File: src/rtl/pipe4_pkg.sv
package pipe4_pkg;
  localparam int OP_W = 2;
  typedef enum logic [OP_W-1:0] {
    OP_ADD  = 2'd0,
    OP_SUB  = 2'd1,
    OP_MUL  = 2'd2,
    OP_HALT = 2'd3
  } op_e;
endpackage

File: src/rtl/pipe4_regfile.sv
module pipe4_regfile #(
  parameter int DATA_W = 16,
  parameter int NREG   = 8,
  localparam int IDX_W = $clog2(NREG)
) (
  input  logic              clk_i,
  input  logic              rst_ni,
  input  logic              we_i,
  input  logic [IDX_W-1:0]  wa_i,
  input  logic [DATA_W-1:0] wd_i,
  input  logic [IDX_W-1:0]  ra_a_i,
  input  logic [IDX_W-1:0]  ra_b_i,
  output logic [DATA_W-1:0] rd_a_o,
  output logic [DATA_W-1:0] rd_b_o,
  input  logic [IDX_W-1:0]  dbg_sel_i,
  output logic [DATA_W-1:0] dbg_data_o
);
  logic [DATA_W-1:0] regs_q [NREG];

  for (genvar g = 0; g < NREG; g++) begin : g_reg
    always_ff @(posedge clk_i or negedge rst_ni) begin
      if (!rst_ni)                            regs_q[g] <= DATA_W'(g);
      else if (we_i && wa_i == IDX_W'(g))     regs_q[g] <= wd_i;
    end
  end

  // write-first: same-cycle write is visible to decode
  assign rd_a_o     = (we_i && wa_i == ra_a_i) ? wd_i : regs_q[ra_a_i];
  assign rd_b_o     = (we_i && wa_i == ra_b_i) ? wd_i : regs_q[ra_b_i];
  assign dbg_data_o = regs_q[dbg_sel_i];
endmodule

File: src/rtl/pipe4_alu.sv
module pipe4_alu import pipe4_pkg::*; #(
  parameter int DATA_W = 16
) (
  input  op_e               op_i,
  input  logic [DATA_W-1:0] a_i,
  input  logic [DATA_W-1:0] b_i,
  output logic [DATA_W-1:0] y_o
);
  always_comb begin
    if (op_i == OP_SUB) y_o = a_i - b_i;
    else                y_o = a_i + b_i;
  end
endmodule

File: src/rtl/pipe4_mul.sv
module pipe4_mul #(
  parameter int DATA_W  = 16,
  parameter int MUL_LAT = 3,
  localparam int CW     = (MUL_LAT > 2) ? $clog2(MUL_LAT) : 1
) (
  input  logic              clk_i,
  input  logic              rst_ni,
  input  logic              valid_i,
  input  logic [DATA_W-1:0] a_i,
  input  logic [DATA_W-1:0] b_i,
  output logic              busy_o,
  output logic [DATA_W-1:0] prod_o
);
  logic [CW-1:0]     cnt_q;
  logic [DATA_W-1:0] prod_q;

  assign busy_o = valid_i && (cnt_q != CW'(MUL_LAT - 1));
  assign prod_o = prod_q;

  always_ff @(posedge clk_i or negedge rst_ni) begin
    if (!rst_ni) begin
      cnt_q  <= '0;
      prod_q <= '0;
    end else begin
      // operands are captured in the first cycle while forwarding is live
      if (valid_i && cnt_q == '0) prod_q <= DATA_W'(a_i * b_i);
      if (busy_o) cnt_q <= cnt_q + 1'b1;
      else        cnt_q <= '0;
    end
  end
endmodule

File: src/rtl/pipe4_core.sv
module pipe4_core import pipe4_pkg::*; #(
  parameter int DATA_W   = 16,
  parameter int NREG     = 8,
  parameter int ADDR_W   = 8,
  parameter int CNT_W    = 16,
  parameter int MUL_LAT  = 3,
  localparam int RIDX_W  = $clog2(NREG),
  localparam int INSTR_W = OP_W + 3 * RIDX_W
) (
  input  logic               clk_i,
  input  logic               rst_ni,
  output logic [ADDR_W-1:0]  imem_addr_o,
  input  logic [INSTR_W-1:0] imem_data_i,
  input  logic [RIDX_W-1:0]  dbg_sel_i,
  output logic [DATA_W-1:0]  dbg_data_o,
  output logic               done_o,
  output logic [CNT_W-1:0]   retired_o,
  output logic [CNT_W-1:0]   cycles_o
);
  // fetch / decode
  logic [ADDR_W-1:0]  pc_q;
  logic               id_valid_q, fetch_stop_q;
  logic [INSTR_W-1:0] id_instr_q;
  op_e                id_op;
  logic [RIDX_W-1:0]  id_rd, id_ra, id_rb;
  logic [DATA_W-1:0]  rf_a, rf_b;
  logic               fetch_is_halt;

  // execute
  logic               ex_valid_q;
  op_e                ex_op_q;
  logic [RIDX_W-1:0]  ex_rd_q, ex_ra_q, ex_rb_q;
  logic [DATA_W-1:0]  ex_a_q, ex_b_q, opnd_a, opnd_b, alu_y, mul_p, ex_res;
  logic               ex_is_mul, ex_busy;

  // write-back
  logic               wb_valid_q;
  op_e                wb_op_q;
  logic [RIDX_W-1:0]  wb_rd_q;
  logic [DATA_W-1:0]  wb_res_q;
  logic               wb_we;

  logic               done_q;
  logic [CNT_W-1:0]   retired_q, cycles_q;

  assign id_op  = op_e'(id_instr_q[INSTR_W-1 -: OP_W]);
  assign id_rd  = id_instr_q[3*RIDX_W-1 -: RIDX_W];
  assign id_ra  = id_instr_q[2*RIDX_W-1 -: RIDX_W];
  assign id_rb  = id_instr_q[RIDX_W-1:0];
  assign fetch_is_halt = op_e'(imem_data_i[INSTR_W-1 -: OP_W]) == OP_HALT;

  assign wb_we  = wb_valid_q && (wb_op_q != OP_HALT);

  pipe4_regfile #(.DATA_W(DATA_W), .NREG(NREG)) u_rf (
    .clk_i, .rst_ni,
    .we_i      (wb_we),
    .wa_i      (wb_rd_q),
    .wd_i      (wb_res_q),
    .ra_a_i    (id_ra),
    .ra_b_i    (id_rb),
    .rd_a_o    (rf_a),
    .rd_b_o    (rf_b),
    .dbg_sel_i (dbg_sel_i),
    .dbg_data_o(dbg_data_o)
  );

  // execute-to-execute forwarding from the write-back register
  assign opnd_a = (wb_we && wb_rd_q == ex_ra_q) ? wb_res_q : ex_a_q;
  assign opnd_b = (wb_we && wb_rd_q == ex_rb_q) ? wb_res_q : ex_b_q;

  pipe4_alu #(.DATA_W(DATA_W)) u_alu (
    .op_i(ex_op_q), .a_i(opnd_a), .b_i(opnd_b), .y_o(alu_y)
  );

  assign ex_is_mul = ex_valid_q && (ex_op_q == OP_MUL);

  pipe4_mul #(.DATA_W(DATA_W), .MUL_LAT(MUL_LAT)) u_mul (
    .clk_i, .rst_ni,
    .valid_i(ex_is_mul),
    .a_i    (opnd_a),
    .b_i    (opnd_b),
    .busy_o (ex_busy),
    .prod_o (mul_p)
  );

  assign ex_res = (ex_op_q == OP_MUL) ? mul_p : alu_y;

  always_ff @(posedge clk_i or negedge rst_ni) begin
    if (!rst_ni) begin
      pc_q         <= '0;
      id_valid_q   <= 1'b0;
      id_instr_q   <= '0;
      fetch_stop_q <= 1'b0;
      ex_valid_q   <= 1'b0;
      ex_op_q      <= OP_ADD;
      ex_rd_q      <= '0;
      ex_ra_q      <= '0;
      ex_rb_q      <= '0;
      ex_a_q       <= '0;
      ex_b_q       <= '0;
      wb_valid_q   <= 1'b0;
      wb_op_q      <= OP_ADD;
      wb_rd_q      <= '0;
      wb_res_q     <= '0;
    end else begin
      // write-back: bubble while execute is held
      wb_valid_q <= ex_valid_q && !ex_busy;
      wb_op_q    <= ex_op_q;
      wb_rd_q    <= ex_rd_q;
      wb_res_q   <= ex_res;
      if (!ex_busy) begin
        ex_valid_q <= id_valid_q;
        ex_op_q    <= id_op;
        ex_rd_q    <= id_rd;
        ex_ra_q    <= id_ra;
        ex_rb_q    <= id_rb;
        ex_a_q     <= rf_a;
        ex_b_q     <= rf_b;
        if (fetch_stop_q) begin
          id_valid_q <= 1'b0;
        end else begin
          id_valid_q <= 1'b1;
          id_instr_q <= imem_data_i;
          pc_q       <= pc_q + 1'b1;
          if (fetch_is_halt) fetch_stop_q <= 1'b1;
        end
      end
    end
  end

  always_ff @(posedge clk_i or negedge rst_ni) begin
    if (!rst_ni) begin
      done_q    <= 1'b0;
      retired_q <= '0;
      cycles_q  <= '0;
    end else begin
      if (!done_q) cycles_q <= cycles_q + 1'b1;
      if (ex_valid_q && !ex_busy && ex_op_q == OP_HALT) done_q <= 1'b1;
      if (wb_we) retired_q <= retired_q + 1'b1;
    end
  end

  assign imem_addr_o = pc_q;
  assign done_o      = done_q;
  assign retired_o   = retired_q;
  assign cycles_o    = cycles_q;
endmodule

File: config.mk
export PLATFORM = sky130hd
export DESIGN_NAME = pipe4_core
export DESIGN_NICKNAME = d
export VERILOG_FILES = /design/src/rtl/pipe4_pkg.sv /design/src/rtl/pipe4_regfile.sv /design/src/rtl/pipe4_alu.sv /design/src/rtl/pipe4_mul.sv /design/src/rtl/pipe4_core.sv
export SDC_FILE = /design/constraint.sdc
export NUM_CORES = 1
export LEC_CHECK = 0
export BUFFER_PORTS_ARGS = -buffer_cell sky130_fd_sc_hd__buf_2
export CAP_MARGIN = 20
export CORE_MARGIN = 2
export CORE_UTILIZATION = 49
export CTS_CLUSTER_SIZE = 12
export DETAILED_ROUTE_END_ITERATION = 16
export PLACE_DENSITY = 0.65
export RECOVER_POWER = 100
export SLEW_MARGIN = 20
export SYNTH_ARGS = -nofsm -noshare
export SYNTH_HDL_FRONTEND = slang
export SYNTH_SLANG_ARGS = --single-unit
File: constraint.sdc
create_clock -name clk_i -period 9.16 [get_ports clk_i]
set_input_delay 1.832 -clock clk_i [delete_from_list [all_inputs] [get_ports clk_i]]
set_output_delay 1.832 -clock clk_i [all_outputs]
set_load 0.005 [all_outputs]
==> impl_metrics.toml, run 1 <==
[worst_setup_path]
startpoint_type = "register"
regToRegEndpoint = "u_mul.prod_o[15]"
required_ps = 9580
r2r_cells = 23
r2r-start = "wb_op_q[1]"
crit_path_end_kind = "register"
crit_type = "reg -> reg"
crit_fanout = 34
r2r_setup_slack_ps = 1610
crit_arrival_ps = 7970

[sta]
skew_ps = 44.4
slew_headroom_pct = -291
fin_crit_ps = 7550
fin_setup_tns_ps = 0
layout_setup_ws_ps = 1610
rsz0062_at_grt = "false"
timing.final.crit_share_pct = 82.4
setup_viol = 0
hold_viol_final = 0
max_freq_mhz = 132
tightest_slew_ps = 5870
slew_violations = 271

[grt]
grtUsageMet1_pct = 33.6
antenna_found_initial = 0
grt_pass1_wl_mm = 74.3
grt_use_met3_pct = 4.22
grt-busiest-layer = "met2"
grt_usage_pct = 24.8
grt_pass1_vias = 12900
overflow = 0
grt_max_degree = 164
use_met2_pct = 40.5

[synthesis]
synth_fa_ha_area_share_pct = 13.6
syn_area_sq_mm = 0.0184
synth_compound_area_share_pct = 4.72
async_flop_share_pct = 100
post_synth.cell_area_avg_sq_um = 11.3
syn_inst = 1629
synth_top_family_by_area = "multiplexers"
synth_seq_area_share_pct = 36.2
syn_nets = 1797
synth_edf_count = 0
synth_area_leaders = "dfrtp_1 (35%), mux4_2 (12%), mux2_2 (11%), fa_1 (8.8%), ha_1 (4.8%)"
synth_mux_area_share_pct = 26.3
yosysWarnings = 0
synth-simple-area-share_pct = 9.00
yosysTopAreaCell = "dfrtp_1"
synth_top_area_share_pct = 34.5
synthFlopType = "dfrtp_1"
yosysUniqueCellTypes = 54
synth_seq_cells = 266
synth-xor-area-share_pct = 5.40

[place]
placedCellCount = 2113
post-place-ws_ps = 1650
numPortBuffers = 72
gp_congestion = 0.925
place_hpwl_mm = 33.3

[final_layout]
syn2layout_area_growth_pct = 9.36
nets = 1839
seq_area_sq_mm = 0.00667
diodes = 0
final-instance-count-excl-fill = 2169
nFillCells = 3294
drive_gt1_share_pct = 24.8
multi_input_area_sq_mm = 0.0109
utilization_pct = 54.0

[die]
initial_utilization_pct = 49.3
ios = 73
rows = 71
dieHeight_microns = 198
dieWidth_microns = 198
core-area_sq_mm = 0.0373
dieArea_sq_mm = 0.0391

[power_and_ir_drop]
power_w = 0.00550
leakage_nw = 9.44
ir_worst_vdd_mv = 0.194
p_per_area_mw_per_mm2 = 273

[job]
maxCapViolCount = 6

[run_status]
violations = "capacitance limit, slew limit"
status = "complete, but fails checks"

[clock_tree]
cts.root.buffer_cell = "clkbuf_16"
hold_buffers = 0
ctsResizeCount = 0
path_clk_slew_ps = 60
cts_tree = "yes"
clk_latency_ps = 600
clockBufferDepth = 3
clkSinkCount = 266
htree_levels = 1
numCtsBuffers = 30
post_cts_buffers = 0

[detailed_routing]
via_per_inst = 5.79
wl_per_cell_microns = 21.7
ant_nets = 0
route.detailed.drc = 0
firstDrtPassIters = 5
drt_iter0_markers = 859
vias = 12600
postRouteWirelength_mm = 47.1

[hold_path]
holdPathEnd = "ex_valid_q"
hp-start = "id_valid_q"
hold_path_class = "reg -> reg"
holdPathStages = 1
==> cell type report <==
class / instances / area share [%]
Multi-Input combinational cell: 1137 / 54.1
Timing Repair Buffer: 100 / 2.47
Inverter: 136 / 2.54
Tap cell: 474 / 2.95
Sequential cell: 266 / 33.1
Clock buffer: 49 / 4.43
Clock inverter: 7 / 0.336
==> kinds of logic after synthesis <==
family / after synthesis
simple gates: 380
mux: 340
flops: 266
buf+inv: 226
compound gates: 153
fa+ha+maj: 152
xor+xnor: 112
==> cell usage in the layout (no fill, tap or decap), types with 11 or more instances in the layout <==
master       n
a21oi_1     22
buf_2       45
buf_4       13
clkbuf_1    51
clkbuf_16   30
dfrtp_1    252
dfstp_2     12
fa_1        81
ha_1        71
inv_1      133
mux2_2     182
mux2i_1     54
mux4_2      96
nand2_1    168
nand3_1     18
nand4_1     12
nor2_1     114
nor3_1      11
o21ai_0     88
or2_2       12
xnor2_1     81
xor2_1      30
==> registers in the layout, summed over array words and instances (netlist names), 3 cells and up <==
| name | cells |
|---|---|
| u_rf.regs_q | 128 |
| ex_rb_q | 3 |
| retired_o | 16 |
| u_mul.prod_o | 16 |
| ex_ra_q | 3 |
| ex_b_q | 16 |
| cycles_o | 16 |
| wb_rd_q | 3 |
| id_instr_q | 11 |
| ex_rd_q | 3 |
| wb_res_q | 16 |
| imem_addr_o | 8 |
| ex_a_q | 16 |
==> routing by layer <==
layer  vias to the layer above  wire length, microns
met5                         -                     0
met4                         0                  1640
met3                       103                  2570
met2                       337                 22400
met1                      6399                 20500
li1                       5714                     -
==> through the flow <==
step | instance area [sq um] | hold slack (ps)
floorplan | 18400 | 349
global placement | 19300 | 450
detailed placement | 19300 | 454
CTS | 20200 | 467
global route | 20100 | 480
finish | 20100 | 463
==> where the power goes <==
| part | switching (W) | total, W | leakage (nW) | internal, W |
|---|---|---|---|---|
| registers | 0.000518 | 0.00210 | 3.49 | 0.00158 |
| clock network | 0.000496 | 0.00116 | 0.470 | 0.000666 |
| logic | 0.00109 | 0.00224 | 5.48 | 0.00115 |
==> worst max-delay path by stage <==
stage,start,to,cells past startpoint
after CTS,wb_op_q[1],u_mul.prod_o[15],23
after global routing,wb_op_q[1],u_mul.prod_o[15],23
after detailed placement,wb_op_q[1],u_mul.prod_o[15],23
after global placement,wb_op_q[1],u_mul.prod_o[15],23
final,wb_op_q[1],u_mul.prod_o[15],23
after floorplan,wb_rd_q[1],u_mul.prod_o[15],25
==> Yosys cell counts, types with 3 or more instances <==
master    instances
inv_2             3
nor4b_1           3
o31ai_1           3
a21boi_0          3
o21ai_1           4
mux2_2          184
dfrtp_1         254
and3_1            7
nand4_1          12
a21o_1            5
a31oi_1           8
a21oi_1          22
o41ai_1           4
nor4_1            3
clkbuf_1         68
ha_1             71
o21bai_1          5
mux4_2           96
xnor2_1          81
o21a_1            3
o21ai_0          87
mux2i_1          57
nand2_1         168
dfstp_2          12
or2_2            12
nor2_1          115
nand3_1          19
and2_1            4
nand2b_1          6
buf_4             3
xor2_1           30
fa_1             81
buf_1            17
nor3_1           11
inv_1           133
nor2b_1          10
==> critical path, stage by stage, from the launching register on <==
cell and delay, ps:
dfrtp_1 380, a21boi_2 530, nand4_1 410, buf_4 400, mux2i_1 860, nor2_1 150, fa_1 520, inv_1 50
fa_1 470, inv_1 50, fa_1 410, fa_1 500, inv_1 60, fa_1 490, fa_1 390, xnor2_1 190
xnor2_1 160, xnor2_1 160, xnor2_1 170, xnor2_1 140, xnor3_1 460, xnor2_1 220, xnor2_1 140, o21ai_0 80
Note: power is estimated with default switching activity, not from simulation.
==> run 2, diff against run 1 <==
--- a/config.mk
+++ b/config.mk
@@ -5,13 +5,14 @@
 export SDC_FILE = /design/constraint.sdc
 export NUM_CORES = 1
 export LEC_CHECK = 0
+export ABC_AREA = 1
 export BUFFER_PORTS_ARGS = -buffer_cell sky130_fd_sc_hd__buf_2
 export CAP_MARGIN = 20
 export CORE_MARGIN = 2
 export CORE_UTILIZATION = 49
 export CTS_CLUSTER_SIZE = 12
 export DETAILED_ROUTE_END_ITERATION = 16
-export PLACE_DENSITY = 0.65
+export PLACE_DENSITY = 0.67
 export RECOVER_POWER = 100
 export SLEW_MARGIN = 20
 export SYNTH_ARGS = -nofsm -noshare
==> constraint.sdc (replaced) <==
create_clock -name clk_i -period 6.6 [get_ports clk_i]
set_input_delay 1.32 -clock clk_i [delete_from_list [all_inputs] [get_ports clk_i]]
set_output_delay 1.32 -clock clk_i [all_outputs]
set_load 0.005 [all_outputs]
==> run 2 against run 1 <==
  * The run still ends with capacitance limit, slew limit left
  * Core utilization is 0.54 points higher
  * Via count is 43% higher
  * Maximum frequency is 20% higher
  * Global-route usage is 6.1 points higher
  * Largest cell class unchanged
  * Highest routed layer unchanged
  * Final cell count is 43% higher
  * Worst setup slack worse by 1300 ps
  * Synthesized cell count is 55% higher
  * Synthesized area is 3.3% higher
  * Routed wire length is 33% higher
  * Hold slack worse by 77 ps
==> impl_metrics.toml, run 2 <==
[run_status]
status = "complete, but fails checks"
violations = "capacitance limit, slew limit"

[final_layout]
nFillCells = 3704
nets = 2726
diodes = 0
largest_reg_flops = 128
seq_area_sq_mm = 0.00668
drive_gt1_share_pct = 8.56
regMostFlops = "u_rf.regs_q"
final_cell_mix = "nand2_1 (512), o21ai_0 (395), inv_1 (298), dfrtp_1 (251), a21oi_1 (212)"
layout_commonest_cell = "nand2_1"
multi_input_area_sq_mm = 0.0107
syn2layout_area_growth_pct = 10.2

[synthesis]
syn_nets = 2691
yosysWarnings = 0
synth_commonest_cells = "nand2_1 (515), o21ai_0 (397), inv_1 (301)"
post_synth.cell_area_avg_sq_um = 7.54
synth_top_area_share_pct = 33.4
yosysTopAreaCell = "dfrtp_1"
synth_edf_count = 0
yosysUniqueCellTypes = 45
syn_inst = 2523
synth_seq_cells = 266
synth-xor-area-share_pct = 3.68
synth_top_family_by_area = "compound AO/OA/AOI/OAI gates"
synth-simple-area-share_pct = 18.8
synth_seq_area_share_pct = 35.1
synth_compound_area_share_pct = 20.1
syn_area_sq_mm = 0.0190
synth_area_leaders = "dfrtp_1 (33%), o21ai_0 (10%), nand2_1 (10%), fa_1 (8.5%), inv_1 (5.9%)"
yosysMostFrequentCell = "nand2_1"
async_flop_share_pct = 100
synth_mux_area_share_pct = 0
synthFlopType = "dfrtp_1"
synth_fa_ha_area_share_pct = 13.2

[clock_tree]
numCtsBuffers = 30
htree_levels = 1
cts_tree = "yes"
path_clk_slew_ps = 60
clockBufferDepth = 3
clk_latency_ps = 580
cts.root.buffer_cell = "clkbuf_16"
clkSinkCount = 266

[worst_setup_path]
path_delay_family = "adder cells"
cp_num_buf_inv = 5
r2r-start = "wb_rd_q[0]"
startpoint_type = "register"
crit_type = "reg -> reg"
r2r_cells = 25
crit_top_cell = "fa_1"
crit_fanout = 13
crit_arrival_ps = 6750
max_stage_delay_ps = 560
slowest_stage = "fa_1"
r2r_setup_slack_ps = 290
required_ps = 7040
regToRegEndpoint = "u_mul.prod_o[14]"
crit_path_end_kind = "register"

[die]
ios = 73
core-area_sq_mm = 0.0385
rows = 72
initial_utilization_pct = 49.5
dieHeight_microns = 201
dieArea_sq_mm = 0.0404
dieWidth_microns = 201

[detailed_routing]
via_per_inst = 5.79
postRouteWirelength_mm = 62.7
vias = 18000
route.detailed.drc = 0
ant_nets = 0
firstDrtPassIters = 6
drt_iter0_markers = 2199
wl_per_cell_microns = 20.2

[sta]
skew_ps = 17.7
hold_viol_final = 0
max_freq_mhz = 158
fin_crit_ps = 6310
slew_headroom_pct = -103
slew_violations = 547
tightest_slew_ps = 3040
timing.final.crit_share_pct = 95.6
rsz0062_at_grt = "false"
setup_viol = 0
fin_setup_tns_ps = 0

[grt]
grt_max_degree = 112
antenna_found_initial = 0
overflow = 0
grt_usage_pct = 30.9
grt_pass1_wl_mm = 98.0
grt_pass1_vias = 17200

[place]
gp_congestion = 1.01
place_hpwl_mm = 44.0
numPortBuffers = 72

[hold_path]
hold_path_class = "reg -> reg"
hp-start = "ex_rd_q[0]"
holdPathEnd = "wb_rd_q[0]"
holdPathStages = 0

[job]
maxCapViolCount = 12
==> run 2: cell count changes after synthesis, sizes merged, moves of 24 or more <==
cell | before | now
inv | 136 | 305
o21ai | 91 | 412
xor2 | 30 | 55
mux2 | 185 | 0
mux2i | 59 | 0
xnor2 | 81 | 24
nand3 | 19 | 90
a21oi | 22 | 213
clkbuf | 68 | 112
nor2 | 115 | 203
a221oi | 0 | 24
nand2 | 168 | 535
mux4 | 96 | 0
==> run 2: cell type report <==
| type | instances | area share (%) |
|---|---|---|
| multi-input cells | 1809 | 50.9 |
| flip-flops and latches | 266 | 31.8 |
| inverters | 310 | 5.55 |
| clock buffers | 45 | 4.18 |
| repair buffers | 141 | 3.77 |
| well taps | 518 | 3.09 |
| clock inverters | 10 | 0.692 |
==> run 2: repair_timing <==
item,CTS,global route
hold buffers,0,0
resized for setup,0,19
endpoints found under the hold margin,0,0
endpoints found under the setup margin,0,4
setup buffers,0,4
==> run 2: routing by layer <==
layer  up-vias  global-route usage [%]  part of all wire [%]
met2       906                    47.6                    44
met4         0                    9.97                   3.4
met1      8602                    44.6                    44
met5         -                       0                     0
met3       142                    4.87                   9.3
li1       8303                       -                     -
==> run 2: cell families (layout without fill, tap and decap cells) <==
| group | Yosys count | in the layout |
|---|---|---|
| compound gates | 708 | 708 |
| xor+xnor | 79 | 79 |
| simple gates | 869 | 870 |
| fa+ha+maj | 152 | 152 |
| flops | 266 | 266 |
| buf+inv | 449 | 506 |
==> run 2: worst max-delay path by stage <==
stage / end / cells after the start / slack [ps] / start
floorplan: u_mul.prod_o[15] / 31 / 480 / wb_rd_q[0]
global placement: u_mul.prod_o[14] / 28 / 80 / wb_rd_q[2]
detailed placement: u_mul.prod_o[14] / 28 / 60 / wb_rd_q[2]
CTS: u_mul.prod_o[14] / 28 / 40 / wb_rd_q[2]
global route: u_mul.prod_o[15] / 32 / 5 / wb_rd_q[0]
finish: u_mul.prod_o[14] / 25 / 290 / wb_rd_q[0]
==> run 2: metrics by stage <==
stage          std cells  util [%]  hold WS [ps]  setup WS [ps]  cell area, sq um
6_report            3099      54.5           386            291             21000
2_1_floorplan       2523         -           354            477             19000
5_1_grt             3099      54.5           408           4.88             21000
4_1_cts             3094      54.6           389           35.9             21000
3_3_place_gp        3039      51.9           365           78.5             20000
3_5_place_dp        3039      51.9           374           56.1             20000
==> run 2: worst register-to-register path, cell delays in order, from the launching register on <==
cell and delay [ps]:
dfrtp_1 380, buf_4 180, nand2_1 70, nand2_1 80, nor2_4 290, nand2_8 160, o21ai_4 180, buf_4 190
nand2_1 90, fa_1 520, fa_1 560, inv_1 60, fa_1 490, fa_1 520, fa_1 500, inv_1 50
fa_1 480, inv_1 40, ha_1 330, nand2_1 150, nor3_2 70, nand3_1 100, o2111ai_1 130, or2_2 290
nand3_1 140, o21ai_0 120
Power of run 2 is left out: the tool's default activity adds up to more than one toggle a clock period on the data nets, which glitch-free logic cannot reach.
==> run 3, diff against run 2 <==
--- a/config.mk
+++ b/config.mk
@@ -9,10 +9,10 @@
 export BUFFER_PORTS_ARGS = -buffer_cell sky130_fd_sc_hd__buf_2
 export CAP_MARGIN = 20
 export CORE_MARGIN = 2
-export CORE_UTILIZATION = 49
+export CORE_UTILIZATION = 57
 export CTS_CLUSTER_SIZE = 12
 export DETAILED_ROUTE_END_ITERATION = 16
-export PLACE_DENSITY = 0.67
+export PLACE_DENSITY = 0.76
 export RECOVER_POWER = 100
 export SLEW_MARGIN = 20
 export SYNTH_ARGS = -nofsm -noshare
==> run 3 against run 2 <==
  * The run still ends with capacitance limit, slew limit left
  * Register-to-register slack gained 40 ps
  * Non-clock buffer count down 11
  * Die area fell by 14%
  * Core utilization grew 8.9 points
  * Largest cell class unchanged
  * Sequential cell count stayed put
  * Clock skew rose by 16 ps
  * Critical path depth up 2
==> impl_metrics.toml, run 3 (same netlist as run 2, synthesis figures left out) <==
[die]
initial_utilization_pct = 58.2
dieHeight_microns = 187
core-area_sq_mm = 0.0327
ios = 73
dieWidth_microns = 187
dieArea_sq_mm = 0.0349
rows = 66

[sta]
fin_crit_ps = 6270
fin_setup_tns_ps = 0
slew_headroom_pct = -88.7
hold_viol_final = 0
timing.final.crit_share_pct = 95.1
setup_viol = 0
max_freq_mhz = 159
tightest_slew_ps = 2830
skew_ps = 34.0
rsz0062_at_grt = "false"
slew_violations = 627

[job]
maxCapViolCount = 12

[final_layout]
regMostFlops = "u_rf.regs_q"
final_cell_mix = "nand2_1 (513), o21ai_0 (397), inv_1 (298), dfrtp_1 (251), a21oi_1 (212)"
syn2layout_area_growth_pct = 9.06
drive_gt1_share_pct = 8.06
diodes = 0
largest_reg_flops = 128
layout_commonest_cell = "nand2_1"
nets = 2714

[worst_setup_path]
crit_type = "reg -> reg"
max_stage_delay_ps = 590
required_ps = 7100
slowest_stage = "fa_1"
r2r_cells = 27
crit_arrival_ps = 6770
cp_num_buf_inv = 6
path_delay_family = "adder cells"
crit_path_end_kind = "register"
crit_fanout = 15
worst-path-stages = 27
startpoint_type = "register"

[clock_tree]
clockBufferDepth = 3
cts.root.buffer_cell = "clkbuf_16"
ctsResizeCount = 0
hold_buffers = 0
clk_latency_ps = 590
cts_tree = "yes"
post_cts_buffers = 0
clkSinkCount = 266
path_clk_slew_ps = 60
numCtsBuffers = 30
htree_levels = 1

[detailed_routing]
via_per_inst = 6.03
ant_nets = 0
route.detailed.drc = 0
wl_per_cell_microns = 20.0
firstDrtPassIters = 6
vias = 18200
drt_iter0_markers = 2191
postRouteWirelength_mm = 60.1

[grt]
antenna_found_initial = 1
overflow = 0
grt_pass1_vias = 17300
grt_usage_pct = 34.5
grt_max_degree = 158
grt_pass1_wl_mm = 96.0

[run_status]
violations = "capacitance limit, slew limit"
status = "complete, but fails checks"

[hold_path]
holdPathStages = 0
hold_path_class = "reg -> reg"

[place]
numPortBuffers = 72
gp_congestion = 1.04
place_hpwl_mm = 41.2
==> run 3: layout make-up <==
type | instances | area [sq um]
clock buffers | 44 | 873
well taps | 442 | 553
fillers | 2947 | 12000
flip-flops and latches | 266 | 6680
repair buffers | 130 | 704
multi-input cells | 1808 | 10700
inverters | 310 | 1170
clock inverters | 11 | 123
==> run 3: path summary, 6_finish.rpt <==
kind | start | endpoint | slack, ps
setup / recovery | wb_rd_q[0] | u_mul.prod_o[15] | 330
hold / removal | ex_rd_q[1] | wb_rd_q[1] | 380
setup reg to reg | wb_rd_q[0] | u_mul.prod_o[15] | 330
hold reg to reg | ex_rd_q[1] | wb_rd_q[1] | 380
max in group asynchronous | rst_ni | wb_rd_q[2] | 1380
min in group asynchronous | rst_ni | u_rf.regs_q[114] | 1640
==> run 3: metrics by stage <==
step | hold WS, ps | cells | worst slack [ps] | utilization (%) | cell area, sq um
after floorplan | 354 | 2523 | 477 | - | 19000
after global placement | 371 | 2956 | 238 | 60.7 | 19800
after detailed placement | 372 | 2956 | 127 | 60.7 | 19800
after CTS | 389 | 3011 | 128 | 63.7 | 20800
after global routing | 410 | 3011 | 10.7 | 63.4 | 20700
final | 384 | 3011 | 327 | 63.4 | 20700
==> run 3: layer usage <==
layer | up-vias | wire length (microns) | GRT usage (%)
li1 | 8267 | - | -
met4 | 2 | 2790 | 13.8
met1 | 8579 | 24700 | 49.0
met5 | - | 15 | 0
met3 | 205 | 6570 | 6.24
met2 | 1112 | 26000 | 52.4
==> run 3: worst reg2reg max path: stages (launching register included) <==
cell and delay, ps:
dfrtp_1 380, buf_4 180, nand2_1 80, nand2_1 80, nor2_4 160, buf_4 230, nand3_1 90, nand2_1 240
nand2_1 130, fa_1 550, fa_1 590, fa_1 450, fa_1 540, inv_1 50, fa_1 470, inv_1 50
fa_1 480, inv_1 50, ha_1 340, nand2_1 70, o21ai_1 210, a21oi_1 100, o21bai_1 170, xor2_1 200
inv_1 60, nand3_1 80, nand3_1 70, nand2_1 80
Power of run 3 is left out for the same reason.
